==> config.mk <==
export PLATFORM = sky130hd
export DESIGN_NAME = rob_commit_ctrl
export DESIGN_NICKNAME = d
export VERILOG_FILES = /design/src/rtl/rob_pkg.sv /design/src/rtl/rob_insert_map.sv /design/src/rtl/rob_mark_match.sv /design/src/rtl/rob_retire_scan.sv /design/src/rtl/rob_commit_ctrl.sv
export SDC_FILE = /design/constraint.sdc
export NUM_CORES = 1
export LEC_CHECK = 0
export BUFFER_PORTS_ARGS = -buffer_cell sky130_fd_sc_hd__buf_2
export CAP_MARGIN = 20
export CORE_ASPECT_RATIO = 0.8
export CORE_MARGIN = 1.5
export CORE_UTILIZATION = 30
export DETAILED_ROUTE_END_ITERATION = 8
export SYNTH_ARGS = -nofsm -noshare
export SYNTH_HDL_FRONTEND = slang
export SYNTH_SLANG_ARGS = --single-unit
export TNS_END_PERCENT = 1
==> constraint.sdc <==
create_clock -name clk -period 7 [get_ports clk]
set_clock_uncertainty 0.15 [all_clocks]
set_input_delay 0.7 -clock clk [delete_from_list [all_inputs] [get_ports clk]]
set_output_delay 0.7 -clock clk [all_outputs]
set_load 0.02 [all_outputs]
==> src/rtl/rob_pkg.sv <==
package rob_pkg;

  typedef enum logic {
    ST_RUN  = 1'b0,
    ST_WALK = 1'b1
  } rob_st_e;

  // per-entry status bits
  typedef struct packed {
    logic rdy;   // may be considered for retirement
    logic exe;   // has executed
    logic kil;   // killed, retire silently
    logic nsp;   // store / non-speculative
    logic ld;    // load
  } rob_flg_t;

endpackage

==> src/rtl/rob_insert_map.sv <==
module rob_insert_map #(
  parameter int RN_W = 2,
  parameter int NW   = 2
) (
  input  logic [RN_W-1:0]    vld,
  input  logic [RN_W-1:0]    kil,
  output logic [RN_W-1:0]    take,
  output logic [RN_W*NW-1:0] ofs,
  output logic [NW-1:0]      tot
);
  // compact surviving lanes onto consecutive slots
  always_comb begin
    logic [NW-1:0] acc;
    acc = '0;
    for (int l = 0; l < RN_W; l++) begin
      take[l]           = vld[l] & ~kil[l];
      ofs[l*NW +: NW]   = acc;
      acc               = acc + NW'(take[l]);
    end
    tot = acc;
  end
endmodule

==> src/rtl/rob_mark_match.sv <==
module rob_mark_match #(
  parameter int ENTRIES = 8,
  parameter int EX_W    = 2,
  parameter int SEQ_W   = 8
) (
  input  logic [SEQ_W-1:0]      seq_q [ENTRIES],
  input  logic [ENTRIES-1:0]    occ,
  input  logic [EX_W-1:0]       ex_vld,
  input  logic [EX_W*SEQ_W-1:0] ex_seq,
  input  logic [EX_W-1:0]       ex_exe,
  input  logic [EX_W-1:0]       ex_kil,
  output logic [ENTRIES-1:0]    hit,
  output logic [ENTRIES-1:0]    set_exe,
  output logic [ENTRIES-1:0]    set_kil
);
  for (genvar i = 0; i < ENTRIES; i++) begin : g_ent
    always_comb begin
      hit[i]     = 1'b0;
      set_exe[i] = 1'b0;
      set_kil[i] = 1'b0;
      for (int l = 0; l < EX_W; l++) begin
        if (occ[i] && ex_vld[l] && (ex_seq[l*SEQ_W +: SEQ_W] == seq_q[i])) begin
          hit[i]     = 1'b1;
          set_exe[i] = set_exe[i] | ex_exe[l];
          set_kil[i] = set_kil[i] | ex_kil[l];
        end
      end
    end
  end
endmodule

==> src/rtl/rob_retire_scan.sv <==
module rob_retire_scan
  import rob_pkg::*;
#(
  parameter int ENTRIES = 8,
  parameter int CM_W    = 2,
  parameter int SEQ_W   = 8
) (
  input  logic [$clog2(ENTRIES)-1:0]   head,
  input  logic [$clog2(ENTRIES+1)-1:0] cnt,
  input  rob_flg_t                     flg_q [ENTRIES],
  input  logic [SEQ_W-1:0]             seq_q [ENTRIES],
  output logic [$clog2(ENTRIES+1)-1:0] pop,
  output logic                         done_vld,
  output logic [SEQ_W-1:0]             done_seq,
  output logic                         ld_cmt,
  output logic                         ns_vld,
  output logic [SEQ_W-1:0]             ns_seq,
  output logic [$clog2(ENTRIES)-1:0]   ns_idx
);
  localparam int PW = $clog2(ENTRIES);
  localparam int CW = $clog2(ENTRIES+1);

  always_comb begin
    logic          go;
    logic [PW-1:0] idx;
    go       = 1'b1;
    pop      = '0;
    done_vld = 1'b0;
    done_seq = '0;
    ld_cmt   = 1'b0;
    ns_vld   = 1'b0;
    ns_seq   = '0;
    ns_idx   = '0;
    for (int k = 0; k < CM_W; k++) begin
      idx = PW'((int'(head) + k) % ENTRIES);
      if (go && (k < int'(cnt)) && flg_q[idx].rdy) begin
        if (flg_q[idx].kil) begin
          if (flg_q[idx].exe) pop = pop + CW'(1);
          else                go  = 1'b0;
        end else if (!flg_q[idx].exe) begin
          if (flg_q[idx].nsp) begin
            ns_vld = 1'b1;
            ns_seq = seq_q[idx];
            ns_idx = idx;
          end
          go = 1'b0;
        end else begin
          pop      = pop + CW'(1);
          done_vld = 1'b1;
          done_seq = seq_q[idx];
          ld_cmt   = ld_cmt | flg_q[idx].ld;
        end
      end else begin
        go = 1'b0;
      end
    end
  end
endmodule

==> src/rtl/rob_commit_ctrl.sv <==
module rob_commit_ctrl
  import rob_pkg::*;
#(
  parameter int ENTRIES = 8,
  parameter int RN_W    = 2,
  parameter int EX_W    = 2,
  parameter int CM_W    = 2,
  parameter int SEQ_W   = 8,
  parameter int PC_W    = 32
) (
  input  logic                         clk,
  input  logic                         rst_n,
  input  logic [RN_W-1:0]              rn_vld,
  input  logic [RN_W*SEQ_W-1:0]        rn_seq,
  input  logic [RN_W-1:0]              rn_kil,
  input  logic [RN_W-1:0]              rn_rdy,
  input  logic [RN_W-1:0]              rn_nsp,
  input  logic [RN_W-1:0]              rn_ld,
  output logic                         rn_stall,
  input  logic [EX_W-1:0]              ex_vld,
  input  logic [EX_W*SEQ_W-1:0]        ex_seq,
  input  logic [EX_W-1:0]              ex_exe,
  input  logic [EX_W-1:0]              ex_kil,
  input  logic                         sq_req,
  input  logic [SEQ_W-1:0]             sq_seq,
  input  logic                         sq_mis,
  input  logic                         sq_tkn,
  input  logic [PC_W-1:0]              sq_npc,
  input  logic [PC_W-1:0]              sq_mpc,
  output logic                         fb_done_vld,
  output logic [SEQ_W-1:0]             fb_done_seq,
  output logic                         fb_squash,
  output logic                         fb_walk,
  output logic                         fb_mis,
  output logic                         fb_tkn,
  output logic [PC_W-1:0]              fb_npc,
  output logic [PC_W-1:0]              fb_mpc,
  output logic                         fb_ns_vld,
  output logic [SEQ_W-1:0]             fb_ns_seq,
  output logic                         fb_ld_cmt,
  output logic [$clog2(ENTRIES+1)-1:0] fb_free
);
  localparam int PW = $clog2(ENTRIES);
  localparam int CW = $clog2(ENTRIES+1);
  localparam int NW = $clog2(RN_W+1);

  function automatic logic [PW-1:0] wrap_ptr(input int v);
    return PW'(v % ENTRIES);
  endfunction

  function automatic logic seq_newer(input logic [SEQ_W-1:0] a, input logic [SEQ_W-1:0] b);
    logic [SEQ_W-1:0] d;
    d = a - b;
    return (d != '0) && !d[SEQ_W-1];
  endfunction

  // state
  rob_st_e          st_q, st_d;
  logic [PW-1:0]    head_q, head_d, tail_q, tail_d, tail_m1;
  logic [CW-1:0]    cnt_q, cnt_d, free;
  logic [SEQ_W-1:0] sqs_q, sqs_d;
  rob_flg_t         flg_q [ENTRIES];
  rob_flg_t         flg_d [ENTRIES];
  logic [SEQ_W-1:0] seq_q [ENTRIES];
  logic [SEQ_W-1:0] seq_wd [ENTRIES];
  logic [ENTRIES-1:0] seq_we, occ;

  // feedback next values
  logic             done_vld_d, squash_d, walk_d, mis_d, tkn_d, ns_vld_d, ld_cmt_d;
  logic [SEQ_W-1:0] done_seq_d, ns_seq_d;
  logic [PC_W-1:0]  npc_d, mpc_d;

  // sub-block wires
  logic [RN_W-1:0]    take;
  logic [RN_W*NW-1:0] ofs;
  logic [NW-1:0]      tot;
  logic [ENTRIES-1:0] hit, set_exe, set_kil;
  logic [CW-1:0]      pop;
  logic               sc_done_vld, sc_ld, sc_ns_vld;
  logic [SEQ_W-1:0]   sc_done_seq, sc_ns_seq;
  logic [PW-1:0]      sc_ns_idx;

  assign free    = CW'(ENTRIES) - cnt_q;
  assign fb_free = free;
  assign tail_m1 = wrap_ptr(int'(tail_q) + ENTRIES - 1);

  always_comb begin
    for (int i = 0; i < ENTRIES; i++)
      occ[i] = int'(wrap_ptr(i - int'(head_q) + ENTRIES)) < int'(cnt_q);
  end

  assign rn_stall = (st_q != ST_RUN) | sq_req | (int'(tot) > int'(free));

  rob_insert_map #(.RN_W(RN_W), .NW(NW)) u_map (
    .vld(rn_vld), .kil(rn_kil), .take(take), .ofs(ofs), .tot(tot)
  );

  rob_mark_match #(.ENTRIES(ENTRIES), .EX_W(EX_W), .SEQ_W(SEQ_W)) u_mark (
    .seq_q(seq_q), .occ(occ), .ex_vld(ex_vld), .ex_seq(ex_seq),
    .ex_exe(ex_exe), .ex_kil(ex_kil), .hit(hit), .set_exe(set_exe), .set_kil(set_kil)
  );

  rob_retire_scan #(.ENTRIES(ENTRIES), .CM_W(CM_W), .SEQ_W(SEQ_W)) u_scan (
    .head(head_q), .cnt(cnt_q), .flg_q(flg_q), .seq_q(seq_q), .pop(pop),
    .done_vld(sc_done_vld), .done_seq(sc_done_seq), .ld_cmt(sc_ld),
    .ns_vld(sc_ns_vld), .ns_seq(sc_ns_seq), .ns_idx(sc_ns_idx)
  );

  // next-state
  always_comb begin
    logic [PW-1:0] slot;
    logic [NW-1:0] n_ins;
    st_d   = st_q;
    head_d = head_q;
    tail_d = tail_q;
    cnt_d  = cnt_q;
    sqs_d  = sqs_q;
    slot   = '0;
    n_ins  = '0;
    seq_we = '0;
    for (int i = 0; i < ENTRIES; i++) begin
      flg_d[i]  = flg_q[i];
      seq_wd[i] = seq_q[i];
    end
    done_vld_d = 1'b0;  done_seq_d = '0;
    squash_d   = 1'b0;  walk_d     = 1'b0;
    mis_d      = 1'b0;  tkn_d      = 1'b0;
    npc_d      = '0;    mpc_d      = '0;
    ns_vld_d   = 1'b0;  ns_seq_d   = '0;
    ld_cmt_d   = 1'b0;

    unique case (st_q)
      ST_RUN: begin
        if (sq_req) begin
          st_d       = ST_WALK;
          sqs_d      = sq_seq;
          done_vld_d = 1'b1;
          done_seq_d = sq_seq;
          squash_d   = 1'b1;
          walk_d     = 1'b1;
          mis_d      = sq_mis;
          tkn_d      = sq_tkn;
          npc_d      = sq_npc;
          mpc_d      = sq_mpc;
        end else begin
          if (!rn_stall) begin
            n_ins = tot;
            for (int l = 0; l < RN_W; l++) begin
              if (take[l]) begin
                slot         = wrap_ptr(int'(tail_q) + int'(ofs[l*NW +: NW]));
                seq_we[slot] = 1'b1;
                seq_wd[slot] = rn_seq[l*SEQ_W +: SEQ_W];
                flg_d[slot]  = '{rdy: rn_rdy[l], exe: 1'b0, kil: 1'b0,
                                 nsp: rn_nsp[l], ld: rn_ld[l]};
              end
            end
          end
          tail_d = wrap_ptr(int'(tail_q) + int'(n_ins));
          head_d = wrap_ptr(int'(head_q) + int'(pop));
          cnt_d  = cnt_q + CW'(n_ins) - pop;
          if (sc_ns_vld) flg_d[sc_ns_idx].rdy = 1'b0;
          done_vld_d = sc_done_vld;
          done_seq_d = sc_done_seq;
          ld_cmt_d   = sc_ld;
          ns_vld_d   = sc_ns_vld;
          ns_seq_d   = sc_ns_seq;
        end
      end
      ST_WALK: begin
        if ((cnt_q != '0) && seq_newer(seq_q[tail_m1], sqs_q)) begin
          tail_d     = tail_m1;
          cnt_d      = cnt_q - CW'(1);
          done_vld_d = 1'b1;
          done_seq_d = seq_q[tail_m1];
          walk_d     = 1'b1;
        end else begin
          st_d = ST_RUN;
        end
      end
      default: st_d = ST_RUN;
    endcase

    // completion marks land after this cycle's retire / walk work
    for (int i = 0; i < ENTRIES; i++) begin
      if (hit[i]) begin
        flg_d[i].rdy = 1'b1;
        flg_d[i].exe = flg_d[i].exe | set_exe[i];
        flg_d[i].kil = flg_d[i].kil | set_kil[i];
      end
    end
  end

  // control and feedback registers
  always_ff @(posedge clk or negedge rst_n) begin
    if (!rst_n) begin
      st_q        <= ST_RUN;
      head_q      <= '0;
      tail_q      <= '0;
      cnt_q       <= '0;
      sqs_q       <= '0;
      fb_done_vld <= 1'b0;
      fb_done_seq <= '0;
      fb_squash   <= 1'b0;
      fb_walk     <= 1'b0;
      fb_mis      <= 1'b0;
      fb_tkn      <= 1'b0;
      fb_npc      <= '0;
      fb_mpc      <= '0;
      fb_ns_vld   <= 1'b0;
      fb_ns_seq   <= '0;
      fb_ld_cmt   <= 1'b0;
      for (int i = 0; i < ENTRIES; i++) flg_q[i] <= '0;
    end else begin
      st_q        <= st_d;
      head_q      <= head_d;
      tail_q      <= tail_d;
      cnt_q       <= cnt_d;
      sqs_q       <= sqs_d;
      fb_done_vld <= done_vld_d;
      fb_done_seq <= done_seq_d;
      fb_squash   <= squash_d;
      fb_walk     <= walk_d;
      fb_mis      <= mis_d;
      fb_tkn      <= tkn_d;
      fb_npc      <= npc_d;
      fb_mpc      <= mpc_d;
      fb_ns_vld   <= ns_vld_d;
      fb_ns_seq   <= ns_seq_d;
      fb_ld_cmt   <= ld_cmt_d;
      for (int i = 0; i < ENTRIES; i++) flg_q[i] <= flg_d[i];
    end
  end

  // sequence storage: datapath, write-enabled, no reset
  always_ff @(posedge clk) begin
    for (int i = 0; i < ENTRIES; i++)
      if (seq_we[i]) seq_q[i] <= seq_wd[i];
  end

endmodule

* Word level (Yosys, flattened, before mapping)
Index checks and enable logic that the tools add are counted.
Word-level totals: input port bits 125, RAM bits 0, memory bits (read-only) 0, memories 0, output and inout port bits 92, bits in latches 0, register bits after elaboration 209, word-level logic and storage cells 456
Cells by class: bitwise logic cells 49, divide/modulo/power cells 0, shift-type cells 0, $lt $le $gt $ge 24, equality and inequality tests 34, $add $sub $neg 29, multipliers 0, reductions and logical operators 64, multiplexer cells 193
Operators with widths (number):
- two-way mux 40 bit | 11
- two-way mux 64 bit | 5
- two-way mux 8 bit | 34
- bitwise mux 64 bit | 2
- == test 8 bit | 16
- two-way mux 32 bit | 4
- bitwise mux 40 bit | 3
- two-way mux 1 bit | 85
- binary-select mux 8 bit (select 3 bit) | 3
- two-way mux 3 bit | 18
- demux 8 bit (select 3 bit) | 2
- demux 5 bit (select 3 bit) | 3
- logical AND 1 bit | 42
- two-way mux 5 bit | 7
- bitwise OR 1 bit | 35
- != test 2 x 1 -> 1 bit, second input constant | 17
- less-than comparator 3 x 4 -> 1 bit | 8
- AND reduction 4 bit | 8
- adder 3 x 1 -> 3 bit, second input constant | 10
- binary-select mux 5 bit (select 3 bit) | 2
- greater-or-equal comparator 4 bit, second input constant | 6
- inverter 3 -> 4 bit | 6
- AND reduction 2 bit | 11
- two-way mux 4 bit | 4
- other kinds (32) | 51

* Longest topological paths before layout
Gate-level depths: netlist of the first run.
word-level depth 23, depth in mapped cells 19, gate-level depth less buffers 18

* Modules after synthesis
A second synthesis of the first run with hierarchy kept.
Unflattened totals: cell total of the unflattened synthesis 1413, area total of the unflattened synthesis 14906.8 µm²
By module, submodules not included:
- rob_commit_ctrl | seq. area each 5550.3 µm², instances 1, area each 10840.4 µm², cells each 984
- rob_retire_scan | seq. area each 0.0 µm², instances 1, area each 2117.0 µm², cells each 168
- rob_mark_match | seq. area each 0.0 µm², instances 1, area each 1875.5 µm², cells each 253
- rob_insert_map | seq. area each 0.0 µm², instances 1, area each 73.8 µm², cells each 8

* Worst setup path after synthesis of the first run
No wires, ideal clock.
path kind reg2reg, start register head_q[1], end register cnt_q[3], library setup time 138 ps, period minus slack after synthesis 4920 ps, data arrival time 4632 ps, slack 2080 ps, stages on the path, launching flop included 20, buffers on the path 3, data required time 6712 ps, path through dfrtp_1 > buf_2 > clkinv_1 > ha_1 > buf_6 > clkbuf_1 > mux2_2 > mux4_1 > ha_1 > nand3_1 > inv_1 > fa_1 > inv_1 > ha_1 > a21o_1 > a21oi_1 > xnor2_1 > nor2_1 > a21oi_1 > mux2i_1
On the way: word-level cells in the longest chain between the ends 12, elaborated cells on any way between the ends 22, classes of those cells add/sub (3); mux (14); bitwise (2); reduce/logical (3)
Ends and longest elaborated chain:
- from (decl) | line rob_commit_ctrl.sv:59 | logic [PW-1:0] head_q, head_d, tail_q, tail_d, tail_m1;
- from (signal assigned) | line rob_commit_ctrl.sv:197 | head_q <= '0;
- from (signal assigned) | line rob_commit_ctrl.sv:215 | head_q <= head_d;
- inverter 3 -> 4 bit (implied by the code)
- binary-select mux 5 bit (select 3 bit)
- two-way mux 5 bit (implied by the code) (2 in a row) | line rob_retire_scan.sv:36 | if (go && (k < int'(cnt)) && flg_q[idx].rdy) begin
- two-way mux 1 bit / logical AND 1 bit (equally long branches) | line rob_retire_scan.sv:38, rob_retire_scan.sv:40, rob_retire_scan.sv:36
- two-way mux 1 bit | line rob_retire_scan.sv:36
- adder 4 x 1 -> 4 bit / logical AND 1 bit (equally long branches) | line rob_retire_scan.sv:38, rob_retire_scan.sv:48, rob_retire_scan.sv:36
- two-way mux 4 bit / logical AND 1 bit (equally long branches) | line rob_retire_scan.sv:38, rob_retire_scan.sv:40, rob_retire_scan.sv:36
- two-way mux 4 bit * | line rob_retire_scan.sv:36
- subtractor 4 bit * | line rob_commit_ctrl.sv:160 | cnt_d = cnt_q + CW'(n_ins) - pop;
- two-way mux 4 bit * | line rob_commit_ctrl.sv:134 | if (sq_req) begin
- one-hot mux 4 bit (2 select lines) * | line rob_commit_ctrl.sv:132 | unique case (st_q)
- to (signal assigned) | line rob_commit_ctrl.sv:217 | cnt_q <= cnt_d;
- to (decl) | line rob_commit_ctrl.sv:60 | logic [CW-1:0] cnt_q, cnt_d, free;
Every way passes the cells marked *; elsewhere a longest branch is shown, timed or not. The select of a mux whose other input is x is not followed. A chain may end at the register's enable or synchronous reset.

* Worst setup path after layout of the first run
Ends and elaborated chain as after synthesis.

==> key figures, run 1 <==
Setup path
  • Crit-path max FO: 31
  • Worst r2r path cells: 18
  • Slowest-stage cell, CP: ha_2
  • FF-to-FF Start: head_q[1]
  • CP required: 7.25 ns
  • CP dominant cell by count: a21oi_1
  • Flop2flop setup slack: 1.76 ns
  • Startpoint Class: flop
  • Reg-to-reg endpoint: cnt_q[3]
  • Family with the most delay on the worst path: buffers and inverters
  • Worst Setup Path Type: flop to flop
  • Slowest stage delay, CP: 0.59 ns
  • Crit path DAT: ~5.5 ns
  • Buf/Inv on CP: 5
  • Crit path cell chain: buf_4 > clkinv_1 > ha_2 > buf_4 > mux4_2 > mux2i_1 > a21oi_1 > nand3_1 > inv_1 > fa_1 > inv_1 > ha_1 > a21o_1 > a21oi_1 > xnor2_1 > nor2_1 > a21oi_1 > mux2i_1
  • CP Capture Type: flop

STA
  • Min Hold Slack: 0.05224 ns
  • Max Fclk: 0.1909 GHz
  • Slew headroom: 0.3123
  • Final period utilization: 0.7483
  • Final setup margin: 1.762 ns
  • Fin. Hold Viols: 0
  • Final slew viol count: 0
  • RSZ-0062 raised after global routing: no
  • Setup TNS: 0 ns
  • Final setup viols: 0
  • Tmin final: 5.238 ns
  • Least-Margin Pin Slew: 1.029 ns

Routing
  • ANT nets after route: 0
  • DRT iter0 DRCs: 1,189
  • TritonRoute pass-1 iters: 7
  • Wire per inst: 22.31 µm
  • Via density: 5.352
  • Drt drc: 0
  • Post-Route WL: between 40,000 and 50,000 µm
  • Via Count: 11,780

Synthesis
  • Yosys Warn Count: 0
  • FF+latch count, synth: 209
  • Syn avg cell area: between 10 and 15 µm²
  • Syn Nets: 1,588
  • Ys flop type: dfrtp_1
  • Mapped Cells: 1,422
  • Distinct cell type count after synthesis: 67
  • Leading post-synthesis cells by cell area: dfrtp_1 (25%), edfxtp_1 (13%), mux4_2 (9.9%)
  • Commonest cells post-synth: dfrtp_1 (145), nand2_1 (115), nor2_1 (115), a21oi_1 (103), mux2i_1 (96)
  • Proportion of netlist area held by the largest area contributor: 0.2544
  • Count leader, synth: dfrtp_1
  • Synth area leader: dfrtp_1
  • FFs w/ async S/R, synth: 0.6938
  • EDFF count, synth: 64
  • Seq/Total Area, Yosys: 0.3891
  • Mapped cell area: 14,260 µm²

Floorplanning
  • Die Y: 198.0 µm
  • Die X-Extent: around 250 µm
  • Die footprint: 48,870 µm²
  • Initial Util: 0.3035
  • Core footprint: 46,990 µm²
  • I/O pin count: 217
  • Cell Rows: 71

Clock network
  • H-tree level count: 1
  • # clock sinks: 209
  • CTS Root Cell: clkbuf_16
  • Num CTS Buffers: 25
  • Reg clk slew, reported paths: 0.07 ns
  • Clk_lat worst skew: 0.54 ns
  • Post-CTS Resized: 0
  • Setup bufs post-CTS: 0
  • Hold Buf Count CTS: 0
  • CTS tree: yes
  • Max Root-Sink Buffers: 3

Layout
  • Final cell count without fillers: between 2,000 and 2,500
  • Final #Nets: 1,728
  • Number of fill cells: between 4,000 and 5,000
  • Final instance area: about 17,000 µm²
  • Reg area: 5552 µm²
  • Share of cells above drive strength 1: 0.2267
  • Multi-input logic area: 8005 µm²
  • Area delta synth->final: 16.32%

Global route
  • Antenna violations before repair: 5
  • First-pass GRT wire length: 72,270 µm
  • Pin count of the biggest net entering global routing: 87
  • Gr usage total: 0.1974
  • Total grt overflow: 0
  • Vias in the first global route: 11,033

Place
  • HPWL Detailed: around 37,000 µm
  • Final Wtd Congestion: 0.9740
  • Number of port buffers: approximately 220
  • Cells after DPL: around 2,200
  • DP Area: 15,750 µm²
  • DP Worst Slack: 1.754 ns

Job
  • Max-capacitance violation count: 0

Pwr
  • Power per Cell Area: 365.3 nW/µm²
  • Max VDD drop: 0.1867 mV
  • LEAKAGE: 7.395 nW

Run status
  • Outcome: finished clean

Min path
  • Hold WC Path Type: input pin to async pin
-- per-stage QoR --
stage / total power [mW] / util
3_5_place_dp: 4.711 / 0.3351
2_1_floorplan: 3.894 / -
4_1_cts: 6.065 / 0.3526
3_3_place_gp: 4.647 / 0.3351
5_1_grt: 6.458 / 0.3529
6_report: 6.061 / 0.3530
-- report_power, final --
part	total, mW	leakage (nW)	switching (mW)	internal (mW)
Combinational	2.98	4.52	1.73	1.25
Sequential	1.76	2.47	0.243	1.51
Clock	1.32	0.403	0.535	0.788
Total	6.06	7.40	2.51	3.55
-- area by class of cell --
cell class                 instances  area share
timing repair buffer             230     0.07232
inverter                          61     0.01380
clock inverter                    14    0.009653
tap                              620     0.04676
sequential                       209      0.3346
clock buffer                      30     0.04005
antenna                            2   0.0003017
multi-input combinational       1035      0.4825
-- how the worst max path moves through the flow --
stage / start / end / slack, ns / depth (start not counted)
final: head_q[1] / cnt_q[3] / 1.76 / 18
after CTS: head_q[1] / cnt_q[3] / 1.75 / 18
after detailed placement: head_q[1] / cnt_q[3] / 1.75 / 18
after global routing: head_q[1] / cnt_q[3] / 1.39 / 18
after global placement: head_q[1] / cnt_q[3] / 1.84 / 18
after floorplan: head_q[1] / cnt_q[3] / 2.08 / 19
-- layout by cell type (no fill, tap or decap), types with 17 or more instances in the layout --
cell,instances
buf_2,215
dfrtp_1,144
nor2_1,115
nand2_1,115
a21oi_1,103
mux2i_1,96
xnor2_1,75
and2_1,72
xor2_1,67
edfxtp_1,64
mux4_2,63
inv_1,58
nand3_1,48
ha_1,35
o21ai_0,29
nor3_1,28
clkbuf_16,25
a211oi_1,18
nor4_1,17
-- flip-flops by register name, indices dropped and copies added (netlist names), 3 cells and up, named ones only --
register     count
seq_q           64
fb_mpc          32
fb_npc          32
flg_q           24
fb_done_seq      8
fb_ns_seq        8
sqs_q            8
cnt_q            4
head_q           3
tail_q           3
-- cells by family (layout without fill, tap and decap cells) --
| family | count (synthesis) | after routing | share of synthesized area |
|---|---|---|---|
| simple gates | 437 | 437 | 0.1468 |
| compound gates | 237 | 237 | 0.1025 |
| flops | 209 | 209 | 0.3891 |
| buf+inv | 178 | 335 | 0.05035 |
| mux | 177 | 177 | 0.1842 |
| xor+xnor | 143 | 143 | 0.08833 |
| fa+ha+maj | 41 | 41 | 0.03860 |
| other cells | 0 | 2 | 0 |
-- metal layers --
layer,vias up,GRT usage,share of wire
li1,5300,-,-
met1,5708,0.2969,0.45
met2,709,0.2699,0.40
met3,59,0.06696,0.13
met4,4,0.03862,0.018
met5,-,0,0.00037
(Power assumes the default switching activity.)
==> inputs of run 2 (changes only) <==
clock period = 4.83 ns   (was 7 ns; I/O delays follow)
==> run 2 against run 1 <==
Critical path depth fell by 1; die area did not move; combinational power rose by 48%; worst setup slack got worse by 1.4 ns; first-iteration DRC count rose by 15%; sequential share of layout area fell by 1.2 points; critical endpoint unchanged; largest cell class unchanged.
==> key figures, run 2 (synthesized netlist as in run 1, its figures left out) <==
Setup path
  • Worst Setup Path Type: flop to flop
  • CP required: around 5 ns
  • Flop2flop setup slack: 0.40 ns
  • Worst r2r path cells: 17
  • CP Capture Type: flop
  • FF-to-FF Start: head_q[0]
  • Crit-path max FO: 33
  • Startpoint Class: flop
  • Crit path DAT: about 4.7 ns
  • Reg-to-reg endpoint: cnt_q[3]

Floorplanning
  • Core footprint: 46,990 µm²
  • Cell Rows: ~70
  • I/O pin count: 217
  • Die Y: 198.0 µm
  • Initial Util: 0.3035
  • Die footprint: 48,870 µm²
  • Die X-Extent: about 250 µm

Job
  • Max-capacitance violation count: 0

Clock network
  • CTS Root Cell: clkbuf_16
  • CTS tree: yes
  • Setup bufs post-CTS: 0
  • H-tree level count: 1
  • Max Root-Sink Buffers: 3
  • Clk_lat worst skew: approximately 0.53 ns
  • Num CTS Buffers: 25
  • Reg clk slew, reported paths: roughly 0.070 ns
  • # clock sinks: 209

STA
  • Final period utilization: 0.9172
  • Tmin final: 4.430 ns
  • Final setup viols: 0
  • Slew headroom: 0.3409
  • Fin. Hold Viols: 0
  • Setup TNS: 0 ns
  • Least-Margin Pin Slew: 0.9887 ns
  • RSZ-0062 raised after global routing: no
  • Max Fclk: 0.2257 GHz
  • Final slew viol count: 0
  • Final setup margin: 0.4000 ns

Routing
  • Wire per inst: 21.88 µm
  • Drt drc: 0
  • Via density: 5.314
  • TritonRoute pass-1 iters: 5
  • Post-Route WL: 49,590 µm
  • DRT iter0 DRCs: about 1,400
  • Via Count: 12,046
  • ANT nets after route: 0

Layout
  • Max FFs per register: 64
  • Area delta synth->final: 20.60%
  • Final #Nets: 1,793
  • Commonest non-fill, non-tap cell in the layout: buf_2
  • Share of cells above drive strength 1: 0.2334
  • Number of fill cells: 4,663
  • Reg with most FFs: seq_q
  • Commonest cells after routing, fill and taps aside: buf_2 (215), dfrtp_1 (144), nor2_1 (115), nand2_1 (115), a21oi_1 (103)
  • Largest regs: seq_q: 64 flops, fb_mpc: 32 flops, fb_npc: 32 flops

Global route
  • First-pass GRT wire length: 73,480 µm
  • Total grt overflow: 0
  • Gr usage total: 0.1995
  • Pin count of the biggest net entering global routing: between 100 and 150
  • Antenna violations before repair: 3
  • Vias in the first global route: 11,422

Place
  • HPWL Detailed: 37,780 µm
  • Final Wtd Congestion: 0.9640
  • DP Worst Slack: 0.2668 ns
  • Number of port buffers: 216

Min path
  • Hold endpoint: fb_mpc[17]
  • Hold WC Path Type: input pin to flop
  • Hold Crit Start: sq_mpc[17]
  • Hold Path Stages: 2

Pwr
  • Max VDD drop: between 0.2 and 0.25 mV
  • Power per Cell Area: 512.7 nW/µm²
  • LEAKAGE: 7.691 nW

Run status
  • Outcome: finished clean
## run 2: changes by cell type in the layout (fill, tap and decap cells not counted), sizes merged
cell	before	now
dlygate4sd3	0	43
buf	230	252
bufinv	3	0
clkbuf	30	33
inv	61	62
## run 2: routing by layer
layer	track usage	vias to the layer above	routed length, µm
met5	0	-	13
met4	0.04404	2	919
met3	0.05638	58	5739
met1	0.2974	5838	22670
li1	-	5450	-
met2	0.2821	698	20250
## run 2: worst max-delay path by stage
stage,end,cells past startpoint,from
6_report,cnt_q[3],17,head_q[0]
5_1_grt,cnt_q[3],17,head_q[0]
4_1_cts,cnt_q[3],17,head_q[0]
3_5_place_dp,cnt_q[3],17,head_q[0]
3_3_place_gp,cnt_q[3],17,head_q[0]
2_1_floorplan,cnt_q[3],19,head_q[1]
## run 2: worst max-delay path, stage by stage, from the launching register on
cell     delay (ns)
dfrtp_2        0.52
inv_2          0.16
ha_2           0.41
buf_6          0.38
mux4_2         0.57
mux2i_1        0.21
a21oi_1        0.08
nand3_1        0.14
inv_1          0.07
fa_1           0.53
inv_1          0.05
ha_1           0.28
a21o_1         0.17
a21oi_1        0.17
xnor2_1        0.14
nor2_1         0.05
a21oi_1        0.12
mux2i_1        0.08
## run 2: final cells by class
type                       instances  area [µm²]  area share
antenna                            2       5.005   0.0002909
clock buffer                      33       764.5     0.04444
clock inverter                    12       80.08    0.004655
inverter                          61       229.0     0.01331
multi-input combinational       1035        8005      0.4653
sequential                       209        5552      0.3227
tap                              620       775.7     0.04509
timing repair buffer             295        1792      0.1042
## run 2: repair_timing
action / CTS / global route
endpoints found under the hold margin: 112 / 0
endpoints found under the setup margin: 0 / 1
resized for setup: 0 / 1
hold buffers: 43 / 0
## run 2: per-stage QoR
step / hold WS [ns] / area, µm² / cells / util / power [mW]
final: 0.02508 / 17200 / 2267 / 0.3661 / 8.819
after floorplan: 0.03741 / 14260 / 1422 / - / 5.645
after global placement: 0.3462 / 15920 / 2177 / 0.3387 / 6.775
after CTS: 0.0001066 / 17190 / 2265 / 0.3659 / 8.836
after detailed placement: 0.3549 / 15920 / 2177 / 0.3387 / 6.860
after global routing: 0.003505 / 17200 / 2266 / 0.3660 / 9.421
## run 2: power by group
group	switching, mW	internal (mW)	leakage [nW]
clock network	0.780	1.12	0.419
logic	2.55	1.87	4.80
registers	0.302	2.20	2.47
total	3.63	5.19	7.69
==> inputs of run 3 (changes only) <==
CTS_BUF_LIST = sky130_fd_sc_hd__clkbuf_4   (was default)
==> run 3 against run 2 <==
Register-to-register slack got worse by 0.02 ns; via count rose by 4.0%; sequential share of layout area fell by 0.69 points; global-route usage rose by 0.50 points; worst setup slack got worse by 0.024 ns; clock power is 21% lower; sequential cell count stayed put; power is 3.9% lower; routed wire length rose by 2.0%; sequential power about the same; first-iteration DRC count down 15%.
==> key figures, run 3 (synthesized netlist as in run 1, its figures left out) <==
Global route
  • Antenna violations before repair: 6
  • Total grt overflow: 0
  • Vias in the first global route: 11,962
  • Pin count of the biggest net entering global routing: 101
  • First-pass GRT wire length: 74,890 µm
  • Gr usage total: 0.2044

Min path
  • Hold WC Path Type: input pin to flop
  • Hold Crit Start: rn_seq[2]
  • Hold Path Stages: 3
  • Hold endpoint: seq_q[10]

Setup path
  • Startpoint Class: flop
  • Crit-path max FO: 33
  • Flop2flop setup slack: 0.38 ns
  • Worst Setup Path Type: flop to flop
  • Crit. Startpoint: head_q[0]
  • CP required: 5.29 ns
  • FF-to-FF Start: head_q[0]
  • Worst r2r path cells: 17
  • Crit path DAT: slightly below 5 ns
  • Reg-to-reg endpoint: cnt_q[3]
  • CP Capture Type: flop

Clock network
  • CTS Root Cell: clkbuf_4
  • Reg clk slew, reported paths: about 0.080 ns
  • Num CTS Buffers: 59
  • H-tree level count: 2
  • CTS tree: yes
  • Setup bufs post-CTS: 0
  • # clock sinks: 209
  • Max Root-Sink Buffers: 3
  • Clk_lat worst skew: 0.77 ns

Run status
  • Outcome: finished clean

STA
  • Final period utilization: 0.9222
  • Max Fclk: roughly 0.22 GHz
  • Final slew viol count: 0
  • Setup TNS: 0 ns
  • Tmin final: 4.454 ns
  • Final setup viols: 0
  • Fin. Hold Viols: 0
  • Least-Margin Pin Slew: 0.9909 ns
  • Slew headroom: 0.3394
  • RSZ-0062 raised after global routing: no

Routing
  • DRT iter0 DRCs: 1,169
  • Post-Route WL: 50,590 µm
  • ANT nets after route: 0
  • Via Count: 12,528
  • Drt drc: 0
  • Wire per inst: 21.32 µm
  • Via density: 5.279
  • TritonRoute pass-1 iters: 9

Layout
  • Max FFs per register: 64
  • Reg with most FFs: seq_q
  • Number of fill cells: 4,667
  • Area delta synth->final: 23.23%
  • Largest regs: seq_q: 64 flops, fb_mpc: 32 flops, fb_npc: 32 flops
  • Final #Nets: roughly 1,900
  • Commonest non-fill, non-tap cell in the layout: buf_2
  • Final cell count without fillers: around 2,400
  • Commonest cells after routing, fill and taps aside: buf_2 (215), dfrtp_1 (144), nor2_1 (115), nand2_1 (115), a21oi_1 (103)
  • Share of cells above drive strength 1: 0.2429

Floorplanning
  • Initial Util: 0.3035
  • Die Y: a little under 200 µm
  • Core footprint: ~47,000 µm²
  • I/O pin count: 217
  • Cell Rows: 71
  • Die footprint: between 40,000 and 50,000 µm²
  • Die X-Extent: 246.8 µm

Place
  • Final Wtd Congestion: 0.9640
  • HPWL Detailed: 37,780 µm
  • Number of port buffers: 216
  • Cells after DPL: around 2,200

Pwr
  • Max VDD drop: 0.2083 mV
  • LEAKAGE: 7.908 nW
  • Power, Total: 8.473 mW
  • Power per Cell Area: 482.1 nW/µm²

Job
  • Max-capacitance violation count: 0
run 3: changes by cell type in the layout (fill, tap and decap cells not counted), sizes merged:
cell / delta
clkbuf: +47
clkinv: +7
clkinvlp: -1
diode: +1
dlygate4sd3: +55
inv: -3
run 3: cell type report:
class	instances	area, µm²	share of cell area
Antenna cell	3	7.507	0.0004271
Clock inverter	15	65.06	0.003702
Timing Repair Buffer	350	2342	0.1333
Tap cell	620	775.7	0.04413
Multi-Input combinational cell	1035	8005	0.4554
Clock buffer	80	600.6	0.03417
Sequential cell	209	5552	0.3158
Inverter	61	229.0	0.01303
run 3: worst max-delay path by stage:
stage,slack [ns],endpoint,depth (start not counted)
floorplan,0.05,cnt_q[3],19
global route,0.04,cnt_q[3],17
global placement,0.28,cnt_q[3],17
CTS,0.22,cnt_q[3],17
finish,0.38,cnt_q[3],17
detailed placement,0.27,cnt_q[3],17
run 3: report_power, final:
part,switching (mW),total (mW),internal (mW)
sequential,0.302,2.50,2.20
clock,0.755,1.51,0.754
combinational,2.56,4.47,1.91
run 3: critical path, stage by stage (launching register included):
cell and delay [ns]:
dfrtp_2 0.53, inv_2 0.16, ha_2 0.41, buf_6 0.37
mux4_2 0.57, mux2i_1 0.20, a21oi_1 0.08, nand3_1 0.13
inv_1 0.07, fa_1 0.53, inv_1 0.05, ha_1 0.28
a21o_1 0.17, a21oi_1 0.18, xnor2_1 0.14, nor2_1 0.05
a21oi_1 0.11, mux2i_1 0.08
run 3: per-stage QoR:
stage / hold slack [ns] / utilization / cell area [µm²] / setup WS (ns)
2_1_floorplan: 0.03741 / - / 14260 / 0.04745
3_3_place_gp: 0.3462 / 0.3387 / 15920 / 0.2826
3_5_place_dp: 0.3549 / 0.3387 / 15920 / 0.2668
4_1_cts: 0.0007350 / 0.3738 / 17570 / 0.2190
5_1_grt: 0.03281 / 0.3740 / 17570 / 0.03788
6_report: 0.07669 / 0.3740 / 17580 / 0.3758
run 3: layer usage:
layer  up-vias  track usage  share of wire
li1       5653            -              -
met1      6056       0.2938           0.44
met2       722       0.2876           0.41
met3        91      0.06804           0.12
met4         6      0.06052          0.023
met5         -            0        0.00089
run 3: timing repair:
action                                  CTS  global route
resized for setup                         0             1
hold endpoints to repair                240             0
hold buffers                             98             0
endpoints found under the setup margin    0             4
